<file path="config.mk">
export PLATFORM = sky130hd
export DESIGN_NAME = lock_retry_timer
export DESIGN_NICKNAME = d
export VERILOG_FILES = /design/src/rtl/lock_pkg.sv /design/src/rtl/lock_tick_gen.sv /design/src/rtl/lock_hall_sync.sv /design/src/rtl/lock_ctrl.sv /design/src/rtl/lock_retry_timer.sv
export SDC_FILE = /design/constraint.sdc
export NUM_CORES = 1
export LEC_CHECK = 0
export BUFFER_PORTS_ARGS = -buffer_cell sky130_fd_sc_hd__buf_2
export CORE_MARGIN = 2
export CORE_UTILIZATION = 48
export DETAILED_ROUTE_END_ITERATION = 10
export PLACE_DENSITY = 0.62
export SYNTH_ARGS = -nofsm -noshare
export SYNTH_HDL_FRONTEND = slang
export SYNTH_HIERARCHICAL = 1
export SYNTH_SLANG_ARGS = --single-unit
</file>
<file path="constraint.sdc">
create_clock -name clk -period 3.6 [get_ports clk]
set_clock_uncertainty 0.1 [all_clocks]
set_input_delay 0.72 -clock clk [delete_from_list [all_inputs] [get_ports clk]]
set_output_delay 0.72 -clock clk [all_outputs]
set_load 0.01 [all_outputs]
</file>
<file path="src/rtl/lock_pkg.sv">
package lock_pkg;
  typedef enum logic [1:0] {
    ST_IDLE = 2'd0,
    ST_POR  = 2'd1,
    ST_ON   = 2'd2,
    ST_OFF  = 2'd3
  } lock_state_t;
endpackage

</file>
<file path="src/rtl/lock_tick_gen.sv">
// Slow timebase: one-cycle tick every TICK_DIV clocks while running.
module lock_tick_gen #(
  parameter int TICK_DIV = 4
) (
  input  logic clk,
  input  logic rst,
  input  logic run,
  output logic tick
);
  localparam int PW = (TICK_DIV > 2) ? $clog2(TICK_DIV) : 1;
  localparam logic [PW-1:0] LAST = PW'(TICK_DIV - 1);

  logic [PW-1:0] pre_q;

  always_ff @(posedge clk) begin
    if (rst || !run)      pre_q <= '0;
    else if (pre_q == LAST) pre_q <= '0;
    else                  pre_q <= pre_q + 1'b1;
  end

  assign tick = run && (pre_q == LAST);
endmodule

</file>
<file path="src/rtl/lock_hall_sync.sv">
// Two-flop synchronizer, rising-edge detect and registered tach output.
module lock_hall_sync (
  input  logic clk,
  input  logic rst,
  input  logic hall_async,
  output logic hall_rise,
  output logic fg_n
);
  logic s1_q, s2_q, s3_q;

  always_ff @(posedge clk) begin
    if (rst) begin
      s1_q <= 1'b0;
      s2_q <= 1'b0;
      s3_q <= 1'b0;
      fg_n <= 1'b1;
    end else begin
      s1_q <= hall_async;
      s2_q <= s1_q;
      s3_q <= s2_q;
      fg_n <= ~s2_q;
    end
  end

  assign hall_rise = s2_q & ~s3_q;
endmodule

</file>
<file path="src/rtl/lock_ctrl.sv">
// Window sequencer: reset interval, on-window watch, off-window penalty.
module lock_ctrl
  import lock_pkg::*;
#(
  parameter int ON_TICKS  = 16,
  parameter int OFF_RATIO = 15,
  parameter int POR_TICKS = 4
) (
  input  logic clk,
  input  logic rst,
  input  logic run,
  input  logic tick,
  input  logic hall_rise,
  output logic drive_en,
  output logic por_active
);
  localparam int OFF_TICKS = ON_TICKS * OFF_RATIO;
  localparam int MAX_A     = (OFF_TICKS > ON_TICKS) ? OFF_TICKS : ON_TICKS;
  localparam int MAX_T     = (MAX_A > POR_TICKS) ? MAX_A : POR_TICKS;
  localparam int CNT_W     = $clog2(MAX_T + 1);
  localparam logic [CNT_W-1:0] ON_LAST  = CNT_W'(ON_TICKS - 1);
  localparam logic [CNT_W-1:0] OFF_LAST = CNT_W'(OFF_TICKS - 1);
  localparam logic [CNT_W-1:0] POR_LAST = CNT_W'(POR_TICKS - 1);

  lock_state_t      state_q, state_d;
  logic [CNT_W-1:0] cnt_q, cnt_d;

  always_comb begin
    state_d = state_q;
    cnt_d   = cnt_q;
    if (!run) begin
      state_d = ST_IDLE;
      cnt_d   = '0;
    end else begin
      unique case (state_q)
        ST_IDLE: begin
          state_d = ST_POR;
          cnt_d   = '0;
        end
        ST_POR: if (tick) begin
          if (cnt_q == POR_LAST) begin
            state_d = ST_ON;
            cnt_d   = '0;
          end else cnt_d = cnt_q + 1'b1;
        end
        ST_ON: begin
          if (hall_rise) cnt_d = '0;
          else if (tick) begin
            if (cnt_q == ON_LAST) begin
              state_d = ST_OFF;
              cnt_d   = '0;
            end else cnt_d = cnt_q + 1'b1;
          end
        end
        ST_OFF: if (tick) begin
          if (cnt_q == OFF_LAST) begin
            state_d = ST_ON;
            cnt_d   = '0;
          end else cnt_d = cnt_q + 1'b1;
        end
        default: begin
          state_d = ST_IDLE;
          cnt_d   = '0;
        end
      endcase
    end
  end

  always_ff @(posedge clk) begin
    if (rst) begin
      state_q    <= ST_IDLE;
      cnt_q      <= '0;
      drive_en   <= 1'b0;
      por_active <= 1'b0;
    end else begin
      state_q    <= state_d;
      cnt_q      <= cnt_d;
      drive_en   <= (state_d == ST_ON);
      por_active <= (state_d == ST_POR);
    end
  end
endmodule

</file>
<file path="src/rtl/lock_retry_timer.sv">
module lock_retry_timer #(
  parameter int TICK_DIV  = 4,
  parameter int ON_TICKS  = 16,
  parameter int OFF_RATIO = 15,
  parameter int POR_TICKS = 4
) (
  input  logic clk,
  input  logic rst,
  input  logic run,
  input  logic hall1,
  output logic drive_en,
  output logic por_active,
  output logic fg_n
);
  logic tick;
  logic hall_rise;

  lock_tick_gen #(.TICK_DIV(TICK_DIV)) u_tick (
    .clk (clk),
    .rst (rst),
    .run (run),
    .tick(tick)
  );

  lock_hall_sync u_sync (
    .clk       (clk),
    .rst       (rst),
    .hall_async(hall1),
    .hall_rise (hall_rise),
    .fg_n      (fg_n)
  );

  lock_ctrl #(
    .ON_TICKS (ON_TICKS),
    .OFF_RATIO(OFF_RATIO),
    .POR_TICKS(POR_TICKS)
  ) u_ctrl (
    .clk       (clk),
    .rst       (rst),
    .run       (run),
    .tick      (tick),
    .hall_rise (hall_rise),
    .drive_en  (drive_en),
    .por_active(por_active)
  );
endmodule

</file>
* Yosys cells after proc, flatten, opt, wreduce, memory -nomap -nowiden *
Index checks and enable logic that the tools add are counted.

operators by class
  add/sub/neg operators = 2
  equality and inequality tests = 12
  multiplexer cells = 17
  bitwise operators = 4
  reduce and logical (&&, ||, !) cells = 7

operators with widths
  kind                                                  number
  two-way mux 8 bit                                     7
  case mux 8 bit (4 select lines)                       1
  two-way mux 2 bit                                     8
  adder 8 x 1 -> 8 bit (second input constant)          1
  equality test 2 bit (second input constant)           4
  equality test 8 x 2 -> 1 bit (second input constant)  1
  equality test 8 x 4 -> 1 bit (second input constant)  1
  equality test 8 bit (second input constant)           1
  case mux 2 bit (4 select lines)                       1
  equality test 2 x 1 -> 1 bit (second input constant)  2
  inequality test 2 bit (second input constant)         2
  OR reduction 2 bit                                    2
  inequality test 3 bit (second input constant)         1
  inverter 1 bit                                        3
  AND reduction 3 bit                                   1
  adder 2 x 1 -> 2 bit (second input constant)          1
  logical NOT 2 bit                                     1
  bitwise AND 1 bit                                     1
  logical AND 1 bit                                     1
  logical NOT 1 bit                                     1
  logical OR 1 bit                                      1

storage, ports and cells
  bits in registers = 18

* Logic depth before layout (Yosys ltp) *
  depth after elaboration = 7
  depth in mapped cells = 7
  mapped depth without buffers = 6

* By module *
The synthesis kept the hierarchy.

by module, submodules not included
  module          times used  cells an instance  area an instance (um2)  sequential area each (um2)
  lock_ctrl       1           84                 664.4                   240.2
  lock_hall_sync  1           9                  111.4                   80.1
  lock_tick_gen   1           6                  86.3                    40.0

* Least setup slack after synthesis *
Ideal clock, no wire load.

  path type = input port to flip-flop
  from = input port run
  to = register u_ctrl.cnt_q[7]
  library setup time = 0.079 ns
  arrival = 1.682 ns
  slack = 1.739 ns
  cell stages on the path = 5
  buffers on the path = 1
  path through = and2_1 clkbuf_1 o211ai_1 or3_1 a211oi_2

between the ends
  longest elaborated chain between the ends = 3
  elaborated cells between the ends (all ways) = 7

ends and longest elaborated chain
  what                                                                                    line                   source
  start, declared                                                                         lock_retry_timer.sv:9  input logic run,
  logical AND 1 bit                                                                       lock_tick_gen.sv:21    assign tick = run && (pre_q == LAST);
  inequality test 3 bit (no source line) / inequality test 2 bit (equally long branches)  -
  AND reduction 3 bit (no source line)                                                    -
  end signal, assigned                                                                    lock_ctrl.sv:77        cnt_q <= cnt_d;
  end, declared                                                                           lock_ctrl.sv:26        logic [CNT_W-1:0] cnt_q, cnt_d;

Parallel ways exist; a longest one is shown, timed or not.
A chain may end at the register's enable or synchronous reset.

* Final worst setup path *
  from = register u_ctrl.cnt_q[0]
  to = register u_ctrl.cnt_q[6]

between the ends
  longest elaborated chain between the ends = 5
  elaborated cells between the ends (all ways) = 12

ends and longest elaborated chain
  what                                                                         line             source
  adder 8 x 1 -> 8 bit / equality test 8 x 4 -> 1 bit (equally long branches)  -
  two-way mux 8 bit                                                            lock_ctrl.sv:49  if (cnt_q == ON_LAST) begin
  two-way mux 8 bit                                                            lock_ctrl.sv:48  else if (tick) begin
  two-way mux 8 bit                                                            lock_ctrl.sv:47  if (hall_rise) cnt_d = '0;
  case mux 8 bit (4 select lines) *                                            lock_ctrl.sv:35  unique case (state_q)

Mark *: on every way between the ends. The rest lies on a longest branch, timed or not. The select of a mux whose other input is x is not followed.

==> key figures <==
Status
  – Status: finished clean

Logic synthesis
  – Mapped Cells: 99
  – Post-synth top area share: 0.4180
  – Mapped cell area: 862.1 um^2
  – Ys Warns: 6
  – Register area share after synthesis: 0.4180
  – Synthesized flop and latch total: 18
  – Number of synthesized flops with an enable pin: 0
  – Synth area leaders: dfxtp_1 42%, nand2_1 4.8%, a21oi_1 4.6%, nor2b_1 4.4%, nor3_1 4.1%
  – Post-synth top flop: dfxtp_1
  – Async S/R FF share, synth: 0
  – Syn_nets: 105
  – Top-count cell post-synth: dfxtp_1
  – Synth cell count leaders: 18 x dfxtp_1, 11 x nand2_1, 8 x a21oi_1, 7 x nor2_1, 7 x nor3_1
  – Post-Syn Area per Cell: ~8.7 um^2
  – Synth area leader: dfxtp_1
  – Yosys cell types: 34

Place
  – Dpl hpwl: 1119 um
  – Worst slack at placement: roughly 1.6 ns
  – Buffers on Ports: 6
  – RD Place Congestion: 0.8879

STA
  – Relative max-transition margin: 0.6913
  – Unrepaired setup endpoints after global routing: false
  – Final worst slack: around 1.8 ns
  – Setup_tns: 0 ns
  – Fmax: 562.0 MHz
  – Period utilization: 0.4943
  – Final setup viols: 0
  – Slew Viols, Final: 0
  – Tmin final: 1.779 ns
  – Hold WS: 0.3032 ns
  – Final Hold Fails: 0
  – Actual slew at the worst max-slew pin: 0.4630 ns

Finish
  – Max reg flops: 8
  – Share of layout cells above drive strength 1: 0.1429
  – Final core utilization: 0.5465
  – Inserted Diodes: 0
  – Biggest register: u_ctrl/cnt_q
  – P&R area growth vs syn: 8.273%
  – Biggest regs: u_ctrl/cnt_q: 8 flops, u_ctrl/state_q: 2 flops, u_tick/pre_q: 2 flops
  – Fin nets: 113

Die
  – Die W: 46.38 um
  – # rows: 15
  – IO Pins: 7
  – Core ar.: 1708 um^2
  – Starting Density: 0.5048
  – Die span in y: 46.38 um
  – Die area: 2151 um^2

Global routing
  – GRT Residual Overflow: 0
  – Vias in the first global route: 602
  – Wire length of the first global-routing pass: 2718 um
  – Largest net degree at the start of global routing: 12
  – All-Layer GR Usage: 0.1779
  – Antenna violations before repair: 0

Pwr
  – Pwr/cell area: 342.6 nW/um^2
  – Peak VDD IR: 0.1986 mV
  – P_leak: 0.3430 nW

Clock tree
  – Post-CTS resize count: 0
  – Postcts setup bufs: 0
  – Reg clk slew, reported paths: 0.09 ns
  – H-tree Lvls: 1
  – CTS Buf Count: 3
  – Clk sink count: 18
  – Clock Path Buffers: 2
  – Clk_lat worst skew: 0.28 ns
  – Clock Tree Root: clkbuf_4
  – CTS Hold Buffers Added: 0
  – CTS tree: yes

Worst setup path
  – Max FO, Critical Path: 6
  – Worst path max stage delay: 0.39 ns
  – CP arrival: 1.84 ns
  – WS Path Type: reg -> reg
  – CP endpoint kind: register
  – Nature of the critical path startpoint: register
  – WP data required: around 3.7 ns
  – Cell family with most CP delay: compound AO/OA/AOI/OAI gates
  – Critical-path cell list: ha_1, nor4b_1, a21oi_1, a22o_2, nand3_1, a31oi_1
  – Slowest stage cell on the critical path: dfxtp_1
  – Worst Path Buf+Inv: 0

Drt
  – Routed Antenna Nets: 0
  – Drt wl/cell: approximately 12 um
  – DR vias/cell: 5.500
  – Drt drc: 0
  – Via count: around 720
  – Initial DRT Pass Iterations: 4
  – Initial DRC count: 35
  – Final wirelength: ~1600 um

Min path
  – Worst hold path type: reg -> reg

Flow run
  – Max-Cap Viols: 0
## per-stage QoR
| step | std cells | cell area [um^2] | total power, mW |
|---|---|---|---|
| finish | 130 | 933.4 | 0.3198 |
| global route | 130 | 933.4 | 0.3371 |
| CTS | 130 | 933.4 | 0.3249 |
| detailed placement | 127 | 910.9 | 0.2288 |
| global placement | 127 | 910.9 | 0.2281 |
| floorplan | 99 | 862.1 | 0.2226 |
## cell usage in the layout (no fill, tap or decap)
cell type and n:
a211oi_1 1, buf_2 6, a21oi_1 8, ha_1 2
nor2_1 7, nor2b_1 6, a22oi_1 1, and3_1 1
and4b_1 1, or2_1 1, nand3_1 6, nand3b_1 1
nor3_1 7, and2_1 3, o211a_1 1, o21ai_0 1
and4bb_2 1, nor4_4 1, a211oi_2 1, clkbuf_4 3
nor4b_2 1, a31oi_1 3, a21oi_2 1, a22o_2 1
dfxtp_1 18, xor2_1 1, inv_1 1, or4_1 1
nor4b_1 1, o211ai_1 1, nand2b_1 4, xnor2_1 1
or3_1 1, nand2_1 11
## cell type report
cell class,count,area [um^2]
tap,25,31.28
fill,149,774.5
clock buffer,3,22.52
sequential,18,360.3
timing repair buffer,6,30.03
inverter,1,3.754
multi-input combinational,77,485.5
## worst register-to-register path, cell delays in order, from the launching register on
cell	delay, ns
dfxtp_1	0.39
ha_1	0.21
nor4b_1	0.33
a21oi_1	0.12
a22o_2	0.33
nand3_1	0.10
a31oi_1	0.08
## worst paths after layout
check | start | endpoint | slack, ns | depth (start not counted)
max reg2reg | u_ctrl/cnt_q[0]$_SDFFE_PP0P_ | u_ctrl/cnt_q[6]$_SDFFE_PP0P_ | 1.82 | 6
min | u_sync/s2_q$_SDFF_PP0_ | u_sync/fg_n$_SDFF_PP1_ | 0.30 | 1
min reg2reg | u_sync/s2_q$_SDFF_PP0_ | u_sync/fg_n$_SDFF_PP1_ | 0.30 | 1
max | u_ctrl/cnt_q[0]$_SDFFE_PP0P_ | u_ctrl/cnt_q[6]$_SDFFE_PP0P_ | 1.82 | 6
## routing by layer
layer	global-route usage	vias up	wire length (um)
li1	-	365	-
met1	0.2530	332	808
met2	0.2444	14	660
met3	0.04706	4	76
met4	0.08571	0	20
met5	0	-	0
## cells by family after synthesis
group,Yosys count,synth area share
flops,18,0.4180
xor+xnor,2,0.02032
compound gates,19,0.1480
buf+inv,4,0.01886
fa+ha+maj,2,0.02902
simple gates,54,0.3658
## power by group
part	leakage (nW)	switching [mW]	internal [mW]
sequential	0.147	0.00234	0.203
clock	0.0138	0.0567	0.0388
combinational	0.183	0.0108	0.00791
No activity file was read; power rests on OpenSTA's default activity.
